--- src/rtl/sdrx_pkg.sv ---
package sdrx_pkg;
  localparam int unsigned LINES    = 8;
  localparam int unsigned CRC_W    = 16;
  localparam logic [15:0] CRC_POLY = 16'h1021;

  typedef enum logic [1:0] {LANES_1, LANES_4, LANES_8} lanes_e;
  typedef enum logic [2:0] {ST_IDLE, ST_WAIT, ST_DATA, ST_CRC, ST_STOP} rx_state_e;

  function automatic lanes_e decode_width(input logic [1:0] sel);
    if (sel[1])      return LANES_8;
    else if (sel[0]) return LANES_4;
    else             return LANES_1;
  endfunction

  function automatic logic [LINES-1:0] lane_mask(input lanes_e l);
    case (l)
      LANES_8: return 8'hFF;
      LANES_4: return 8'h0F;
      default: return 8'h01;
    endcase
  endfunction
endpackage

--- src/rtl/sdrx_crc16.sv ---
module sdrx_crc16
  import sdrx_pkg::*;
(
  input  logic             clk,
  input  logic             rst_n,
  input  logic             clr,
  input  logic             en,
  input  logic             bit_in,
  output logic [CRC_W-1:0] crc_q
);
  logic fb;
  assign fb = crc_q[CRC_W-1] ^ bit_in;

  always_ff @(posedge clk or negedge rst_n) begin
    if (!rst_n)   crc_q <= '0;
    else if (clr) crc_q <= '0;
    else if (en)  crc_q <= {crc_q[CRC_W-2:0], 1'b0} ^ (fb ? CRC_POLY : 16'h0000);
  end
endmodule

--- src/rtl/sdrx_ctrl.sv ---
module sdrx_ctrl
  import sdrx_pkg::*;
#(
  parameter int unsigned LEN_W = 16,
  parameter int unsigned TMO_W = 16,
  parameter int unsigned EXP_W = 4
) (
  input  logic                        clk,
  input  logic                        rst_n,
  input  logic                        arm_req,
  input  logic                        arm_dir,
  input  logic [LEN_W-1:0]            len_in,
  input  logic [EXP_W-1:0]            exp_in,
  input  logic [1:0]                  wid_in,
  input  logic [TMO_W-1:0]            tmo_in,
  input  logic                        clr_flags,
  input  logic                        ovr_evt,
  input  logic                        sd_tick,
  input  logic [LINES-1:0]            sd_dat,
  input  logic [LINES-1:0][CRC_W-1:0] crc_val,
  output logic                        arm_ok,
  output logic                        crc_clr,
  output logic                        crc_en,
  output logic                        byte_valid,
  output logic [7:0]                  byte_data,
  output logic                        byte_last,
  output logic [LEN_W-1:0]            remain,
  output logic                        active,
  output logic                        f_blk_end,
  output logic                        f_xfer_end,
  output logic                        f_crc_fail,
  output logic                        f_timeout,
  output logic                        f_overrun
);
  localparam int unsigned BLK_W = 1 << EXP_W;

  rx_state_e         state_q;
  lanes_e            lanes_q;
  logic [EXP_W-1:0]  exp_q;
  logic [TMO_W-1:0]  tmo_q, wait_q;
  logic [BLK_W-1:0]  blk_q, blk_last;
  logic [2:0]        sub_q;
  logic [3:0]        idx_q;
  logic [7:0]        sh_q, nxt_byte;
  logic              sub_last, miss_q;
  logic [LINES-1:0]  exp_bits, mask;

  logic ev_blk, ev_xfer, ev_crc, ev_tmo;

  assign blk_last = (BLK_W'(1) << exp_q) - BLK_W'(1);
  assign mask     = lane_mask(lanes_q);
  assign active   = (state_q != ST_IDLE);
  assign arm_ok   = arm_req && arm_dir && (state_q == ST_IDLE);
  assign crc_en   = sd_tick && (state_q == ST_DATA);
  assign crc_clr  = sd_tick && (state_q == ST_WAIT) && !sd_dat[0];

  always_comb begin
    for (int i = 0; i < LINES; i++) exp_bits[i] = crc_val[i][~idx_q];
  end

  always_comb begin
    case (lanes_q)
      LANES_8: begin nxt_byte = sd_dat;                   sub_last = 1'b1;         end
      LANES_4: begin nxt_byte = {sh_q[3:0], sd_dat[3:0]}; sub_last = (sub_q == 3'd1); end
      default: begin nxt_byte = {sh_q[6:0], sd_dat[0]};   sub_last = (sub_q == 3'd7); end
    endcase
  end

  always_ff @(posedge clk or negedge rst_n) begin
    if (!rst_n) begin
      state_q <= ST_IDLE; lanes_q <= LANES_1; exp_q <= '0; tmo_q <= '0;
      wait_q <= '0; blk_q <= '0; sub_q <= '0; idx_q <= '0; sh_q <= '0;
      miss_q <= 1'b0; remain <= '0; byte_valid <= 1'b0; byte_data <= '0;
      byte_last <= 1'b0; ev_blk <= 1'b0; ev_xfer <= 1'b0; ev_crc <= 1'b0;
      ev_tmo <= 1'b0;
    end else begin
      byte_valid <= 1'b0;
      ev_blk <= 1'b0; ev_xfer <= 1'b0; ev_crc <= 1'b0; ev_tmo <= 1'b0;
      if (arm_ok) begin
        remain  <= len_in;
        lanes_q <= decode_width(wid_in);
        exp_q   <= exp_in;
        tmo_q   <= tmo_in;
        wait_q  <= '0;
        state_q <= ST_WAIT;
      end else if (sd_tick) begin
        case (state_q)
          ST_WAIT: begin
            if (!sd_dat[0]) begin
              state_q <= ST_DATA; miss_q <= 1'b0; sub_q <= '0; blk_q <= '0;
            end else if (wait_q == tmo_q) begin
              ev_tmo <= 1'b1; state_q <= ST_IDLE;
            end else begin
              wait_q <= wait_q + TMO_W'(1);
            end
          end
          ST_DATA: begin
            sh_q <= nxt_byte;
            if (sub_last) begin
              sub_q      <= '0;
              byte_valid <= 1'b1;
              byte_data  <= nxt_byte;
              byte_last  <= (remain == LEN_W'(1));
              remain     <= remain - LEN_W'(1);
              if ((blk_q == blk_last) || (remain == LEN_W'(1))) begin
                state_q <= ST_CRC; idx_q <= '0;
              end else begin
                blk_q <= blk_q + BLK_W'(1);
              end
            end else begin
              sub_q <= sub_q + 3'd1;
            end
          end
          ST_CRC: begin
            if (|((sd_dat ^ exp_bits) & mask)) miss_q <= 1'b1;
            if (idx_q == 4'd15) state_q <= ST_STOP;
            idx_q <= idx_q + 4'd1;
          end
          ST_STOP: begin
            if (miss_q) begin
              ev_crc <= 1'b1; state_q <= ST_IDLE;
            end else begin
              ev_blk <= 1'b1;
              if (remain == '0) begin
                ev_xfer <= 1'b1; state_q <= ST_IDLE;
              end else begin
                state_q <= ST_WAIT; wait_q <= '0;
              end
            end
          end
          default: state_q <= ST_IDLE;
        endcase
      end
    end
  end

  always_ff @(posedge clk or negedge rst_n) begin
    if (!rst_n) begin
      f_blk_end <= 1'b0; f_xfer_end <= 1'b0; f_crc_fail <= 1'b0;
      f_timeout <= 1'b0; f_overrun <= 1'b0;
    end else begin
      if (clr_flags) begin
        f_blk_end <= 1'b0; f_xfer_end <= 1'b0; f_crc_fail <= 1'b0;
        f_timeout <= 1'b0; f_overrun <= 1'b0;
      end
      if (ev_blk)  f_blk_end  <= 1'b1;
      if (ev_xfer) f_xfer_end <= 1'b1;
      if (ev_crc)  f_crc_fail <= 1'b1;
      if (ev_tmo)  f_timeout  <= 1'b1;
      if (ovr_evt) f_overrun  <= 1'b1;
    end
  end
endmodule

--- src/rtl/sdrx_packer.sv ---
module sdrx_packer #(
  parameter int unsigned WORD_W = 32
) (
  input  logic              clk,
  input  logic              rst_n,
  input  logic              clr,
  input  logic              byte_valid,
  input  logic [7:0]        byte_data,
  input  logic              byte_last,
  output logic              word_valid,
  output logic [WORD_W-1:0] word_data
);
  localparam int unsigned NB   = WORD_W / 8;
  localparam int unsigned IDXW = (NB > 1) ? $clog2(NB) : 1;

  logic [WORD_W-1:0] acc_q, merged;
  logic [IDXW-1:0]   idx_q;

  always_comb begin
    merged = acc_q;
    merged[idx_q*8 +: 8] = byte_data;
  end

  always_ff @(posedge clk or negedge rst_n) begin
    if (!rst_n) begin
      acc_q <= '0; idx_q <= '0; word_valid <= 1'b0; word_data <= '0;
    end else begin
      word_valid <= 1'b0;
      if (clr) begin
        acc_q <= '0; idx_q <= '0;
      end else if (byte_valid) begin
        if ((idx_q == IDXW'(NB-1)) || byte_last) begin
          word_valid <= 1'b1;
          word_data  <= merged;
          acc_q      <= '0;
          idx_q      <= '0;
        end else begin
          acc_q <= merged;
          idx_q <= idx_q + IDXW'(1);
        end
      end
    end
  end
endmodule

--- src/rtl/sdrx_fifo.sv ---
module sdrx_fifo #(
  parameter int unsigned DEPTH = 16,
  parameter int unsigned W     = 32
) (
  input  logic         clk,
  input  logic         rst_n,
  input  logic         flush,
  input  logic         push,
  input  logic [W-1:0] push_data,
  output logic         drop,
  output logic         rd_valid,
  input  logic         rd_ready,
  output logic [W-1:0] rd_data,
  output logic         half,
  output logic         empty
);
  localparam int unsigned AW   = $clog2(DEPTH);
  localparam int unsigned CW   = AW + 1;
  localparam int unsigned HALF = DEPTH / 2;

  logic [W-1:0]  mem [DEPTH];
  logic [AW-1:0] wptr, rptr;
  logic [CW-1:0] cnt;
  logic          full, do_push, do_pop;

  assign full     = (cnt == CW'(DEPTH));
  assign empty    = (cnt == '0);
  assign half     = (cnt >= CW'(HALF));
  assign rd_valid = !empty;
  assign rd_data  = mem[rptr];
  assign do_pop   = rd_valid && rd_ready && !flush;
  assign do_push  = push && !full && !flush;
  assign drop     = push && full && !flush;

  function automatic logic [AW-1:0] bump(input logic [AW-1:0] p);
    return (p == AW'(DEPTH-1)) ? '0 : p + AW'(1);
  endfunction

  always_ff @(posedge clk) begin
    if (do_push) mem[wptr] <= push_data;
  end

  always_ff @(posedge clk or negedge rst_n) begin
    if (!rst_n) begin
      wptr <= '0; rptr <= '0; cnt <= '0;
    end else if (flush) begin
      wptr <= '0; rptr <= '0; cnt <= '0;
    end else begin
      if (do_push) wptr <= bump(wptr);
      if (do_pop)  rptr <= bump(rptr);
      case ({do_push, do_pop})
        2'b10:   cnt <= cnt + CW'(1);
        2'b01:   cnt <= cnt - CW'(1);
        default: cnt <= cnt;
      endcase
    end
  end
endmodule

--- src/rtl/sdrx_path.sv ---
module sdrx_path
  import sdrx_pkg::*;
#(
  parameter int unsigned LEN_W      = 16,
  parameter int unsigned TMO_W      = 16,
  parameter int unsigned FIFO_DEPTH = 16
) (
  input  logic             clk,
  input  logic             rst_n,
  input  logic             cfg_start,
  input  logic             cfg_dir_rx,
  input  logic [LEN_W-1:0] cfg_len,
  input  logic [3:0]       cfg_blk_exp,
  input  logic [1:0]       cfg_wid_sel,
  input  logic [TMO_W-1:0] cfg_tmo,
  input  logic             cfg_fifo_flush,
  input  logic             cfg_clr_flags,
  input  logic             sd_tick,
  input  logic [7:0]       sd_dat,
  output logic             rd_valid,
  input  logic             rd_ready,
  output logic [31:0]      rd_data,
  output logic             st_blk_end,
  output logic             st_xfer_end,
  output logic             st_crc_fail,
  output logic             st_timeout,
  output logic             st_overrun,
  output logic             st_fifo_half,
  output logic             st_fifo_empty,
  output logic             st_active,
  output logic [LEN_W-1:0] st_remain
);
  localparam int unsigned WORD_W = 32;

  logic [LINES-1:0][CRC_W-1:0] crc_val;
  logic              arm_ok, crc_clr, crc_en;
  logic              byte_valid, byte_last, word_valid, drop;
  logic [7:0]        byte_data;
  logic [WORD_W-1:0] word_data;

  for (genvar g = 0; g < LINES; g++) begin : g_lane
    sdrx_crc16 u_crc (
      .clk(clk), .rst_n(rst_n), .clr(crc_clr), .en(crc_en),
      .bit_in(sd_dat[g]), .crc_q(crc_val[g])
    );
  end

  sdrx_ctrl #(.LEN_W(LEN_W), .TMO_W(TMO_W), .EXP_W(4)) u_ctrl (
    .clk(clk), .rst_n(rst_n),
    .arm_req(cfg_start), .arm_dir(cfg_dir_rx), .len_in(cfg_len),
    .exp_in(cfg_blk_exp), .wid_in(cfg_wid_sel), .tmo_in(cfg_tmo),
    .clr_flags(cfg_clr_flags), .ovr_evt(drop),
    .sd_tick(sd_tick), .sd_dat(sd_dat), .crc_val(crc_val),
    .arm_ok(arm_ok), .crc_clr(crc_clr), .crc_en(crc_en),
    .byte_valid(byte_valid), .byte_data(byte_data), .byte_last(byte_last),
    .remain(st_remain), .active(st_active),
    .f_blk_end(st_blk_end), .f_xfer_end(st_xfer_end),
    .f_crc_fail(st_crc_fail), .f_timeout(st_timeout), .f_overrun(st_overrun)
  );

  sdrx_packer #(.WORD_W(WORD_W)) u_pack (
    .clk(clk), .rst_n(rst_n), .clr(arm_ok),
    .byte_valid(byte_valid), .byte_data(byte_data), .byte_last(byte_last),
    .word_valid(word_valid), .word_data(word_data)
  );

  sdrx_fifo #(.DEPTH(FIFO_DEPTH), .W(WORD_W)) u_fifo (
    .clk(clk), .rst_n(rst_n), .flush(cfg_fifo_flush),
    .push(word_valid), .push_data(word_data), .drop(drop),
    .rd_valid(rd_valid), .rd_ready(rd_ready), .rd_data(rd_data),
    .half(st_fifo_half), .empty(st_fifo_empty)
  );
endmodule

--- config.mk ---
export PLATFORM = sky130hd
export DESIGN_NAME = sdrx_path
export DESIGN_NICKNAME = d
export VERILOG_FILES = /design/src/rtl/sdrx_pkg.sv /design/src/rtl/sdrx_crc16.sv /design/src/rtl/sdrx_ctrl.sv /design/src/rtl/sdrx_packer.sv /design/src/rtl/sdrx_fifo.sv /design/src/rtl/sdrx_path.sv
export SDC_FILE = /design/constraint.sdc
export NUM_CORES = 1
export LEC_CHECK = 0
export BUFFER_PORTS_ARGS = -buffer_cell sky130_fd_sc_hd__buf_2
export CAP_MARGIN = 0
export CORE_ASPECT_RATIO = 1.4
export CORE_MARGIN = 2
export CORE_UTILIZATION = 46
export DETAILED_ROUTE_END_ITERATION = 10
export GPL_TIMING_DRIVEN = 0
export HOLD_SLACK_MARGIN = 0.15
export PLACE_DENSITY = 0.68
export SYNTH_ARGS = -nofsm -noshare
export SYNTH_HDL_FRONTEND = slang
export SYNTH_SLANG_ARGS = --single-unit
--- constraint.sdc ---
create_clock -name clk -period 6.1 [get_ports clk]
set_input_delay 0 -clock clk [delete_from_list [all_inputs] [get_ports clk]]
set_output_delay 0 -clock clk [all_outputs]
set_load 0.02 [all_outputs]
==> summary.txt <==
Run status
  • Status: complete, no violations

Worst setup path
  • R2R cell count: 14
  • CP Max Fanout: 10
  • Crit path launch type: flip-flop
  • Crit end category: flip-flop
  • Critical path class: reg -> reg
  • RR Startpoint: u_ctrl.exp_q[3]$_DFFE_PN0P_
  • Worst R2R Setup Slack: 1860 ps
  • Reg-to-Reg End: u_ctrl.idx_q[2]$_DFFE_PN0P_
  • Worst EP arrival: 4800 ps
  • CP required: 6650 ps

Synthesis
  • Synth area leaders: edfxtp_1 44%, dfrtp_1 22%, mux4_2 5.9%, mux2i_1 3.6%, nand2_1 3.4%
  • Top FF cell, synth: edfxtp_1
  • Syn Std Cell Area: 0.0352 mm^2
  • Share of the synthesized area in the top cell type: 0.437
  • Post-synth cell types: 75
  • Post-synthesis average cell area: 13.9 um^2
  • Post-synth top area cell: edfxtp_1
  • YS warnings: 0
  • Yosys reg bits: 827
  • Register area share after synthesis: 0.661
  • Synth Net Count: 2610
  • Commonest cells post-synth: 512 x edfxtp_1, 319 x nand2_1, 315 x dfrtp_1, 212 x o21ai_0, 127 x mux2i_1
  • Count leader, synth: edfxtp_1
  • EDFF count, synth: 512
  • Ys async rst share: 0.381
  • Mapped Cells: 2531

Clock tree
  • Post_cts resized: 0
  • Max Buffers Root-to-Sink: 3
  • Clk sink count: 827
  • Clk pin slew, worst setup/hold paths: 60 ps
  • H-tree depth: 3
  • CTS tree: built
  • Clock root cell: clkbuf_16
  • Worst skew pair latency: 630 ps
  • Postcts setup bufs: 0
  • TritonCTS Buffers: 80
  • CTS Hold Bufs: 91

STA
  • Max-slew violations: 0
  • Min cycle time layout: 4240 ps
  • Final setup vio count: 0
  • Worst Clk Skew: 19.5 ps
  • Slew margin rel.: 0.200
  • Final Hold Fails: 0
  • Setup repair after global routing missed its margin: no
  • Maximum clock rate: 0.236 GHz
  • Period utilisation layout: 0.696
  • Tightest Pin Transition: 1200 ps

Worst hold path
  • Hold path cells: 4
  • Hold Path Origin: cfg_len[1]
  • Hold WC Path Type: in -> reg
  • Hold Path Sink: u_ctrl.remain[1]$_DFFE_PN0P_

Floorplanning
  • Die X: 238 um
  • Row cnt: 120
  • Top Ports: 111
  • Initial Util: 0.463
  • Die area: 0.0788 mm^2
  • Die H: 331 um
  • Core area: 0.0761 mm^2

Power
  • PD cells: 387 mW/mm^2
  • Pwr Total: 16.0 mW
  • Peak supply drop: 310 uV
  • LEAKAGE: 16.7 nW

Routing
  • Initial drt markers: 2128
  • DRC Markers: 0
  • Drt first pass iters: 6
  • Antenna-violating nets left: 0
  • Vias per cell: 5.97
  • Routed wire length: 92900 um
  • Vias: 23200
  • Wire per inst: 23.9 um

Placement
  • Placer Congestion: 0.833
  • Buffers on Ports: 108
  • Placed cell areas: 0.0377 mm^2
  • Half-perimeter wire length after placement: 62900 um

Global routing
  • First-pass GRT wire length: 142000 um
  • Largest net degree at the start of global routing: 112
  • Total grt overflow: 0
  • Antenna violations before repair: 1
  • Gr usage total: 0.236
  • Vias in the first global route: 24300

Finish
  • Layout cells sized above 1: 0.147
  • Final Cell Area: 0.0413 mm^2
  • FILL cells: 6043
  • Area Growth Syn to Fin: 17.2%
  • Fin nets: 2925

Flow run
  • Maxcap violations: 0
layer usage:
layer  vias up  global-route usage  routed length [um]
met1     11800               0.272               34400
met2       924               0.435               49600
li1      10200                   -                   -
met4         0               0.104                4040
met5         -                   0                   0
met3       241              0.0334                4920
worst max path at each step:
stage,startpoint,to,slack (ps),depth (start not counted)
final,u_ctrl.exp_q[3]$_DFFE_PN0P_,u_ctrl.idx_q[2]$_DFFE_PN0P_,1860,14
after global routing,u_ctrl.exp_q[3]$_DFFE_PN0P_,u_ctrl.state_q[0]$_DFFE_PN0P_,1610,13
after CTS,u_fifo.rptr[0]$_DFFE_PN0P_,rd_data[14],1800,9
after detailed placement,u_ctrl.exp_q[3]$_DFFE_PN0P_,u_ctrl.idx_q[2]$_DFFE_PN0P_,1980,14
after global placement,u_fifo.cnt[0]$_DFFE_PN0P_,u_fifo.mem[0][12]$_DFFE_PP_,-1010,6
after floorplan,u_fifo.cnt[0]$_DFFE_PN0P_,u_fifo.mem[2][0]$_DFFE_PP_,2370,6
where the power goes:
part | switching, mW | internal [mW]
Sequential | 0.534 | 6.47
Combinational | 2.40 | 1.64
Clock | 2.16 | 2.74
worst max-delay path: stages, from the launching register on:
cell	delay (ps)
dfrtp_1	430
clkbuf_1	220
buf_2	230
or4_1	530
ha_1	250
buf_2	190
clkbuf_1	240
nor4b_1	340
o21ai_0	200
a21boi_0	250
o211ai_2	180
o31ai_4	460
buf_8	190
mux2_2	340
nor2_1	100
sequential cells by signal, indices dropped and copies added (netlist names), 2 cells and up:
| name | flops |
|---|---|
| u_fifo.mem | 512 |
| g_lane.u_crc.crc_q | 128 |
| u_pack.acc_q | 32 |
| u_pack.word_data | 32 |
| u_ctrl.blk_q | 16 |
| u_ctrl.remain | 16 |
| u_ctrl.tmo_q | 16 |
| u_ctrl.wait_q | 16 |
| u_ctrl.byte_data | 8 |
| u_ctrl.sh_q | 7 |
| u_fifo.cnt | 5 |
| u_ctrl.exp_q | 4 |
| u_ctrl.idx_q | 4 |
| u_fifo.rptr | 4 |
| u_fifo.wptr | 4 |
| u_ctrl.state_q | 3 |
| u_ctrl.sub_q | 3 |
| u_ctrl.lanes_q | 2 |
| u_pack.idx_q | 2 |
layout by cell type, fill, tap and decap left out, drive strengths merged, types with 26 or more instances in the layout:
cell and n:
dfrtp 315, nand2 319, mux4 92, mux2i 127, nor2b 42, xnor2 32, a221oi 33, nor2 60
clkinv 26, xor2 35, edfxtp 512, buf 186, o21ai 216, inv 36, clkbuf 227, dlygate4sd3 90
a22oi 41, mux2 30, a22o 111, a21oi 101
final cells by class:
type                       instances  area (um^2)  area share
sequential                       827        23300       0.564
inverter                          30          113     0.00273
timing repair buffer             233         2130      0.0516
clock buffer                     110         2260      0.0547
tap                              976         1220      0.0296
antenna                            1         2.50   0.0000607
buffer                           160          631      0.0153
clock inverter                    37          319     0.00773
multi-input combinational       1514        11300       0.275
through the flow:
step / hold WS [ps] / worst slack (ps) / utilization / std cells / TNS (ps)
3_5_place_dp: 119 / 1980 / 0.496 / 3649 / 0
3_3_place_gp: 190 / -1010 / 0.486 / 3615 / -344590
4_1_cts: 164 / 1800 / 0.542 / 3887 / 0
2_1_floorplan: -296 / 2370 / - / 2531 / 0
6_report: 173 / 1860 / 0.542 / 3888 / 0
5_1_grt: 194 / 1610 / 0.542 / 3888 / 0
cell families after synthesis:
group           synth area share
compound gates             0.111
xor+xnor                  0.0167
fa+ha+maj                0.00910
buf+inv                   0.0211
flops                      0.661
mux                        0.105
simple gates              0.0773
Power figures use the tool's default switching activity.
